**src/rtl/sts_pkg.sv**
```systemverilog
package sts_pkg;

  typedef enum logic [2:0] {
    ST_IDLE       = 3'd0,
    ST_PUSH_FLAGS = 3'd1,
    ST_CLEAR      = 3'd2,
    ST_PUSH_SEG   = 3'd3,
    ST_PUSH_PTR   = 3'd4,
    ST_LOAD_VEC   = 3'd5
  } entry_state_e;

  localparam logic [1:0] SLOT_FLAGS = 2'd0;
  localparam logic [1:0] SLOT_SEG   = 2'd1;
  localparam logic [1:0] SLOT_PTR   = 2'd2;

  // Fixed successor within one entry; the vector step is resolved by the FSM.
  function automatic entry_state_e step_after(entry_state_e s);
    case (s)
      ST_PUSH_FLAGS: return ST_CLEAR;
      ST_CLEAR:      return ST_PUSH_SEG;
      ST_PUSH_SEG:   return ST_PUSH_PTR;
      ST_PUSH_PTR:   return ST_LOAD_VEC;
      default:       return ST_IDLE;
    endcase
  endfunction

  // Stack slot code for a push step.
  function automatic logic [1:0] slot_of(entry_state_e s);
    case (s)
      ST_PUSH_SEG: return SLOT_SEG;
      ST_PUSH_PTR: return SLOT_PTR;
      default:     return SLOT_FLAGS;
    endcase
  endfunction

  // Does a boundary hold a non-trap interrupt?  Software wins over external.
  function automatic logic has_first(logic sw, logic ext, logic en);
    return sw | (ext & en);
  endfunction

endpackage

```
**src/rtl/sts_trap_flag.sv**
```systemverilog
module sts_trap_flag (
  input  logic clk,
  input  logic rst_n,
  input  logic insn_start,
  input  logic insn_done,
  input  logic restore_en,
  input  logic restore_val,
  input  logic clear_en,
  output logic tf_q,
  output logic trap_pend
);

  // Architectural trap flag: only restore or entry clear touch it.
  always_ff @(posedge clk) begin
    if (!rst_n)          tf_q <= 1'b0;
    else if (clear_en)   tf_q <= 1'b0;
    else if (restore_en) tf_q <= restore_val;
  end

  // Trap decision captured at instruction start, consumed at the boundary.
  always_ff @(posedge clk) begin
    if (!rst_n)          trap_pend <= 1'b0;
    else if (insn_start) trap_pend <= tf_q;
    else if (insn_done)  trap_pend <= 1'b0;
  end

endmodule

```
**src/rtl/sts_boundary_pick.sv**
```systemverilog
module sts_boundary_pick #(
  parameter int VEC_W     = 8,
  parameter int TRAP_TYPE = 1
) (
  input  logic             done,
  input  logic             sw_req,
  input  logic [VEC_W-1:0] sw_type,
  input  logic             ext_req,
  input  logic             ext_en,
  input  logic [VEC_W-1:0] ext_type,
  input  logic             trap_pend,
  output logic             take,
  output logic [VEC_W-1:0] first_type,
  output logic             chain
);
  import sts_pkg::*;

  localparam logic [VEC_W-1:0] TRAP_VEC = VEC_W'(TRAP_TYPE);

  logic first_w;

  always_comb begin
    first_w = has_first(sw_req, ext_req, ext_en);
    take    = done & (first_w | trap_pend);
    chain   = done & first_w & trap_pend;
    if (sw_req)         first_type = sw_type;
    else if (first_w)   first_type = ext_type;
    else                first_type = TRAP_VEC;
  end

endmodule

```
**src/rtl/sts_entry_fsm.sv**
```systemverilog
module sts_entry_fsm #(
  parameter int VEC_W     = 8,
  parameter int TRAP_TYPE = 1
) (
  input  logic             clk,
  input  logic             rst_n,
  input  logic             take,
  input  logic [VEC_W-1:0] first_type,
  input  logic             chain_in,
  output logic             busy,
  output logic             push_en,
  output logic [1:0]       push_sel,
  output logic             clr_step,
  output logic             vec_step,
  output logic [VEC_W-1:0] cur_type,
  output logic             last_vec,
  output logic             chain_q
);
  import sts_pkg::*;

  localparam logic [VEC_W-1:0] TRAP_VEC = VEC_W'(TRAP_TYPE);

  entry_state_e state_q, state_d;

  always_comb begin
    state_d = state_q;
    if (state_q == ST_IDLE) begin
      if (take) state_d = ST_PUSH_FLAGS;
    end else if (state_q == ST_LOAD_VEC) begin
      state_d = chain_q ? ST_PUSH_FLAGS : ST_IDLE;
    end else begin
      state_d = step_after(state_q);
    end
  end

  always_ff @(posedge clk) begin
    if (!rst_n) begin
      state_q  <= ST_IDLE;
      chain_q  <= 1'b0;
      cur_type <= '0;
    end else begin
      state_q <= state_d;
      if (state_q == ST_IDLE && take) begin
        cur_type <= first_type;
        chain_q  <= chain_in;
      end else if (state_q == ST_LOAD_VEC && chain_q) begin
        cur_type <= TRAP_VEC;
        chain_q  <= 1'b0;
      end
    end
  end

  assign busy     = (state_q != ST_IDLE);
  assign push_en  = (state_q == ST_PUSH_FLAGS) || (state_q == ST_PUSH_SEG) ||
                    (state_q == ST_PUSH_PTR);
  assign push_sel = slot_of(state_q);
  assign clr_step = (state_q == ST_CLEAR);
  assign vec_step = (state_q == ST_LOAD_VEC);
  assign last_vec = vec_step & ~chain_q;

endmodule

```
**src/rtl/step_trap_seq.sv**
```systemverilog
module step_trap_seq #(
  parameter int VEC_W     = 8,
  parameter int TRAP_TYPE = 1
) (
  input  logic             clk,
  input  logic             rst_n,
  input  logic             insn_start,
  input  logic             insn_done,
  input  logic             restore_en,
  input  logic             restore_tf,
  input  logic             sw_req,
  input  logic [VEC_W-1:0] sw_type,
  input  logic             ext_req,
  input  logic             ext_en,
  input  logic [VEC_W-1:0] ext_type,
  output logic             busy,
  output logic             push_en,
  output logic [1:0]       push_sel,
  output logic             push_tf,
  output logic             clr_flags,
  output logic             tf_out,
  output logic             vec_fetch,
  output logic [VEC_W-1:0] vec_type,
  output logic             handler_fetch
);

  // Named internal events, brought out for the checker.
  logic             trap_pend_w;
  logic             take_w;
  logic             chain_pick_w;
  logic             chain_w;
  logic [VEC_W-1:0] first_type_w;
  logic             clr_w;
  logic             tf_w;
  logic             boundary_w;

  assign boundary_w = insn_done & ~busy;

  sts_trap_flag u_flag (
    .clk         (clk),
    .rst_n       (rst_n),
    .insn_start  (insn_start),
    .insn_done   (insn_done),
    .restore_en  (restore_en),
    .restore_val (restore_tf),
    .clear_en    (clr_w),
    .tf_q        (tf_w),
    .trap_pend   (trap_pend_w)
  );

  sts_boundary_pick #(.VEC_W(VEC_W), .TRAP_TYPE(TRAP_TYPE)) u_pick (
    .done       (boundary_w),
    .sw_req     (sw_req),
    .sw_type    (sw_type),
    .ext_req    (ext_req),
    .ext_en     (ext_en),
    .ext_type   (ext_type),
    .trap_pend  (trap_pend_w),
    .take       (take_w),
    .first_type (first_type_w),
    .chain      (chain_pick_w)
  );

  sts_entry_fsm #(.VEC_W(VEC_W), .TRAP_TYPE(TRAP_TYPE)) u_fsm (
    .clk        (clk),
    .rst_n      (rst_n),
    .take       (take_w),
    .first_type (first_type_w),
    .chain_in   (chain_pick_w),
    .busy       (busy),
    .push_en    (push_en),
    .push_sel   (push_sel),
    .clr_step   (clr_w),
    .vec_step   (vec_fetch),
    .cur_type   (vec_type),
    .last_vec   (handler_fetch),
    .chain_q    (chain_w)
  );

  assign clr_flags = clr_w;
  assign tf_out    = tf_w;
  assign push_tf   = tf_w;

endmodule

```
**config.mk**
```make
export PLATFORM = sky130hd
export DESIGN_NAME = step_trap_seq
export DESIGN_NICKNAME = d
export VERILOG_FILES = /design/src/rtl/sts_pkg.sv /design/src/rtl/sts_trap_flag.sv /design/src/rtl/sts_boundary_pick.sv /design/src/rtl/sts_entry_fsm.sv /design/src/rtl/step_trap_seq.sv
export SDC_FILE = /design/constraint.sdc
export NUM_CORES = 1
export LEC_CHECK = 0
export CORE_ASPECT_RATIO = 0.9
export CORE_MARGIN = 2
export CORE_UTILIZATION = 35
export CTS_BUF_LIST = sky130_fd_sc_hd__clkbuf_4
export DETAILED_ROUTE_END_ITERATION = 16
export GPL_ROUTABILITY_DRIVEN = 0
export PLACE_DENSITY = 0.88
export SLEW_MARGIN = 20
export SYNTH_ARGS = -nofsm -noshare
export SYNTH_HDL_FRONTEND = slang
export SYNTH_HIERARCHICAL = 1
export SYNTH_SLANG_ARGS = --single-unit
```
**constraint.sdc**
```tcl
create_clock -name clk -period 2.05 [get_ports clk]
set_clock_uncertainty 0.05 [all_clocks]
set_input_delay 0.3075 -clock clk [delete_from_list [all_inputs] [get_ports clk]]
set_output_delay 0.3075 -clock clk [all_outputs]
set_load 0.01 [all_outputs]
```
# Word-level counts from Yosys, hierarchy flattened
# Index checks and enable logic that the tools add are counted.
classes:
  eq_ne: 6
  n_mux: 14
  bitwise: 11
  reduce_logical: 9
op_table:
  columns: ["cell", "n"]
  rows:
  - ["two-way mux 8 bit", 4]
  - ["case mux 3 bit (4 select lines)", 1]
  - ["two-way mux 3 bit", 3]
  - ["AND 1 bit", 6]
  - ["equality test 3 x 2 -> 1 bit, second input constant", 2]
  - ["equality test 3 bit, second input constant", 2]
  - ["two-way mux 1 bit", 5]
  - ["case mux 2 bit (2 select lines)", 1]
  - ["nonzero test 2 bit", 2]
  - ["equality test 3 x 1 -> 1 bit, second input constant", 1]
  - ["logical NOT 3 bit", 1]
  - ["NOT 1 bit", 3]
  - ["nonzero test 3 bit", 1]
  - ["logical AND 1 bit", 2]
  - ["logical OR 1 bit", 2]
  - ["inequality test 2 x 1 -> 1 bit, second input constant", 1]
  - ["bitwise OR 1 bit", 2]
  - ["OR reduction 2 bit", 1]
totals:
  reg_bits: 14
  in_bits: 25

# Depth between registers and ports, before layout
logic_depth:
  ltp_word: 6
  mapped_depth: 8

# Cells and area by module
# Netlist, hierarchy kept.
by_module_without_submodules:
  columns: ["mod", "instances", "cells_each", "area_per_inst_um2", "seq_area_each_um2"]
  rows:
  - ["sts_entry_fsm", 1, 44, 471.7, 240.2]
  - ["sts_boundary_pick", 1, 30, 166.4, 0.0]
  - ["sts_trap_flag", 1, 6, 78.8, 40.0]
  - ["step_trap_seq", 1, 2, 21.3, 0.0]

# Worst setup path after synthesis
# Ideal clock, no wire load.
synth_timing:
  kind: "register -> register"
  start: "register u_fsm.state_q[2]"
  end: "register u_fsm.cur_type[1]"
  setup_ns: 0.117
  arrival_ns: 2.147
  t_required_ns: 1.883
  path_slack_ns: -0.263
  stages_incl_launch_ff: 9
  path_buffers: 2
  synth_period_minus_slack_ns: 2.313
  cell_sequence: "dfxtp_1 -> clkbuf_1 -> or3_1 -> nor2b_4 -> o31a_1 -> or4b_4 -> and3_1 -> buf_2 -> a22o_1"
synth_between:
  elab_chain_len: 6
synth_rtl:
  columns: ["item", "line", "text"]
  rows:
  - ["start, declared", "sts_entry_fsm.sv:23", "entry_state_e state_q, state_d;"]
  - ["start signal, assigned", "sts_entry_fsm.sv:42", "state_q <= state_d;"]
  - ["nonzero test 3 bit *", "sts_entry_fsm.sv:53", "assign busy = (state_q != ST_IDLE);"]
  - ["named net busy", "step_trap_seq.sv:16", "output logic busy,"]
  - ["NOT 1 bit *", "step_trap_seq.sv:37", "assign boundary_w = insn_done & ~busy;"]
  - ["AND 1 bit *", "step_trap_seq.sv:37", null]
  - ["named net boundary_w", "step_trap_seq.sv:35", "logic boundary_w;"]
  - ["AND 1 bit *", "sts_boundary_pick.sv:24", "take = done & (first_w | trap_pend);"]
  - ["named net take_w", "step_trap_seq.sv:29", "logic take_w;"]
  - ["logical AND 1 bit *", "sts_entry_fsm.sv:43", "if (state_q == ST_IDLE && take) begin"]
  - ["two-way mux 8 bit / nonzero test 2 bit (equally long branches)", null, null]
  - ["end signal, assigned", "sts_entry_fsm.sv:44", "cur_type <= first_type;"]
  - ["end, declared", "sts_entry_fsm.sv:15", "output logic [VEC_W-1:0] cur_type,"]
# The timed path passes the listed nets; every way through them passes the cells marked *.
# A chain may end at the register's enable or synchronous reset.

# Worst setup path in the final report
layout_timing:
  start: "register u_fsm.state_q[2]"
  end: "register u_fsm.cur_type[7]"
layout_between:
  elab_chain_len: 6
layout_rtl:
  columns: ["item", "line"]
  rows:
  - ["nonzero test 3 bit *", "sts_entry_fsm.sv:53"]
  - ["NOT 1 bit *", "step_trap_seq.sv:37"]
  - ["AND 1 bit *", "step_trap_seq.sv:37"]
  - ["named net boundary_w", "step_trap_seq.sv:35"]
  - ["AND 1 bit *", "sts_boundary_pick.sv:24"]
  - ["named net take_w", "step_trap_seq.sv:29"]
  - ["logical AND 1 bit *", "sts_entry_fsm.sv:43"]
  - ["two-way mux 8 bit / nonzero test 2 bit (equally long branches)", null]
# Marked as above.

==> qor.yml <==
setup_path:
  worstPathRequired_ns: 2.18
  cp_cell_sequence: "or3_4 > nor2b_4 > o31a_1 > or4b_4 > and3_4 > a22o_1"
  cp-end-kind: "register"
  cpPeakStageDelay_ns: 0.51
  crit_path_max_fanout: 8
  r2r_cells: 6
  rrSetupSlack_ns: -0.00005
  critPathTopFamily: "simple AND/OR/NAND/NOR gates"
  rr_endpoint: "u_fsm/cur_type[7]"
  critPathKind: "register to register"
  critPathLaunch: "u_fsm/state_q[2]"
  cp.arrival_ns: 2.18
  cp_slowest_cell: "or4b_4"
  worst-path-buf-inv: 0
  r2r-start: "u_fsm/state_q[2]"
  setup.worst_path.start_class: "register"
route:
  wire_per_inst_um: 13.8
  num_vias: 814
  routed_wl_mm: 2.11
  ant_nets: 0
  via_per_inst: 5.32
  drcViolationCount: 0
  drt_iter0_markers: 13
  dr.pass1.iters: 4
job:
  drv_cap: 0
synthesis:
  syn_nets: 107
  seq_area_frac_synth_pct: 38.0
  synth_cell_types: 33
  synth_top_family_by_area: "simple AND/OR/NAND/NOR gates"
  synth-xor-area-share_pct: 1.19
  syn_area_per_cell_um2: 9.00
  synth_flop_cell: "dfxtp_1"
  muxShareOfSynthArea_pct: 1.36
  syn-instance-count: 82
  synth_edf_count: 0
  synth_fa_ha_area_share_pct: 0
  ys_async_sr_fraction_pct: 0
  netlist_area_um2: 738
  yosys.area_share.simple_pct: 27.8
  ys_ff_latch: 14
  synth_compound_area_share_pct: 24.1
  synth_warnings: 6
global_routing:
  grt_pass1_wl_mm: 3.35
  grt_start_max_net_pins: 18
  antenna_found_initial: 0
  grt_overflow: 0
  grt_use_total_pct: 18.5
  grt_pass1_vias: 795
min_path:
  holdPathEnd: "u_fsm/cur_type[1]"
  hold_depth: 1
  hold_path_class: "register to register"
  worstHoldStart: "u_fsm/cur_type[1]"
sta:
  max_freq_ghz: 0.488
  final-setup-viol-count: 1
  post-route-period-util_pct: 100
  fin_ws_ns: -0.0000528
  fin_crit_ns: 2.05
  tightest_slew_ns: 0.364
  finalMaxSlewViolations: 0
  worst_slew_margin_rel_pct: 75.1
  hold_viol_final: 0
  rsz0062_at_grt: "yes"
outcome:
  status: "complete, but fails checks"
  violations: "negative setup slack"
cts:
  cts_buffers: 3
  cts_tree: "built"
  clk_path_buf_depth: 2
  worstSkewPairLatency_ns: 0.28
  cts.sinks: 14
  cts_hold_buf: 0
  cts_root_buf: "clkbuf_4"
  cts.clk_slew.worst_paths_ns: 0.09
  htreeDepth: 1
cells_and_area:
  fill_cells: 181
  nets: 154
  diodes: 0
  fin_area_mm2: 0.00125
  drive_gt1_share_pct: 18.0
  multi_input_area_um2: 432
  area_delta_synth_final_pct: 69.2
  seq_area_um2: 283
floorplan:
  rows: 15
  dieArea_mm2: 0.00249
  io_pins: 42
  coreArea_mm2: 0.00195
  initial_utilization_pct: 37.8
  die_w_um: 52.4
  die_h_um: 47.6
placement:
  dp_hpwl_mm: 1.56
  io_buffer_count: 41
  dpl_cell_area_mm2: 0.00119
power_and_ir_drop:
  p_leak_nw: 0.528
  cellPowerDensity_mw_per_mm2: 657
  total_power_mw: 0.820
  vdd_ir_drop_max_mv: 0.461
[worst max path at each step]
stage                   endpoint  slack [ns]  cells after the start
2_1_floorplan  u_fsm/cur_type[1]        -0.1                      8
3_3_place_gp   u_fsm/cur_type[2]       -0.07                      6
3_5_place_dp   u_fsm/cur_type[7]       -0.15                      6
4_1_cts        u_fsm/cur_type[7]       -0.03                      6
5_1_grt        u_fsm/cur_type[7]       -0.07                      6
6_report       u_fsm/cur_type[7]    -0.00005                      6
[state kept, by name, summed over array words and instances (netlist names)]
register / cells
u_fsm/cur_type: 8
u_fsm/chain_q: 1
u_flag/tf_q: 1
u_flag/trap_pend: 1
u_fsm/state_q: 3
[layer usage]
| layer | up-vias | share of wire [%] | global-route usage, % | wire length, um |
|---|---|---|---|---|
| met5 | - | 0 | 0 | 0 |
| met4 | 0 | 0 | 3.08 | 0 |
| met3 | 0 | 9.2 | 7.19 | 194 |
| met2 | 39 | 48 | 36.0 | 1000 |
| met1 | 380 | 43 | 19.5 | 909 |
| li1 | 395 | - | - | - |
[worst register-to-register path, delay by kind of cell (launching register included)]
| kind | cells | cell delay, ns |
|---|---|---|
| AO/OA/AOI/OAI | 2 | 0.35 |
| AND/OR/NAND/NOR | 4 | 1.23 |
| flip-flops | 1 | 0.32 |
[cell usage after synthesis (2+ instances only)]
master | count | area (um2)
dfxtp_1 | 14 | 280
a22o_1 | 8 | 70.1
nand2_1 | 8 | 30.0
nand3_1 | 7 | 35.0
o21ai_0 | 6 | 30.0
nor3b_1 | 5 | 37.5
buf_2 | 3 | 15.0
a21oi_1 | 2 | 10.0
buf_6 | 2 | 22.5
inv_1 | 2 | 7.51
nor2b_1 | 2 | 12.5
nor3_1 | 2 | 10.0
[final cells by class]
cell class / instances / share of cell area (%)
flip-flops and latches: 14 / 22.6
well taps: 25 / 2.51
clock inverters: 1 / 0.301
clock buffers: 3 / 1.80
multi-input cells: 59 / 34.6
inverters: 2 / 0.601
repair buffers: 49 / 37.6
[power breakdown]
group	switching (mW)	internal [mW]	leakage, nW
clock	0.0925	0.0707	0.0154
sequential	0.0162	0.301	0.115
combinational	0.139	0.201	0.398
[timing repair]
item                                    CTS  global route
setup buffers                             2             0
endpoints found under the setup margin   12            10
pin swaps                                 2             4
gates resized for setup                   7             2
hold endpoints to repair                  0             0
[cells by family after synthesis]
group | count (synthesis)
flops | 14
xor+xnor | 1
compound gates | 24
mux | 1
buf+inv | 9
simple gates | 33
[per-stage QoR]
stage	util, %	hold slack, ns	worst slack, ns	std cells	TNS (ns)
after CTS	63.6	0.435	-0.0259	153	-0.132
final	64.0	0.438	-0.0000528	153	-0.0000528
after detailed placement	60.8	0.416	-0.151	147	-1.05
after floorplan	-	0.375	-0.0991	82	-0.793
after global routing	64.0	0.452	-0.0659	153	-0.454
after global placement	60.8	0.404	-0.0726	147	-0.566
[cell usage in the layout, fill, tap and decap left out, drive strengths merged, types with 2 or more instances in the layout]
| master | synthesis | final |
|---|---|---|
| dfxtp | 14 | 14 |
| clkdlybuf4s50 | 0 | 37 |
| nor3 | 2 | 2 |
| nand3 | 7 | 7 |
| a21oi | 2 | 2 |
| nor2 | 2 | 2 |
| clkbuf | 1 | 3 |
| a22o | 8 | 8 |
| nor3b | 5 | 5 |
| o21ai | 7 | 7 |
| dlygate4sd2 | 0 | 3 |
| nor2b | 3 | 3 |
| nand2 | 8 | 8 |
| buf | 6 | 8 |
| inv | 2 | 2 |
Note: power is estimated with default switching activity, not from simulation.
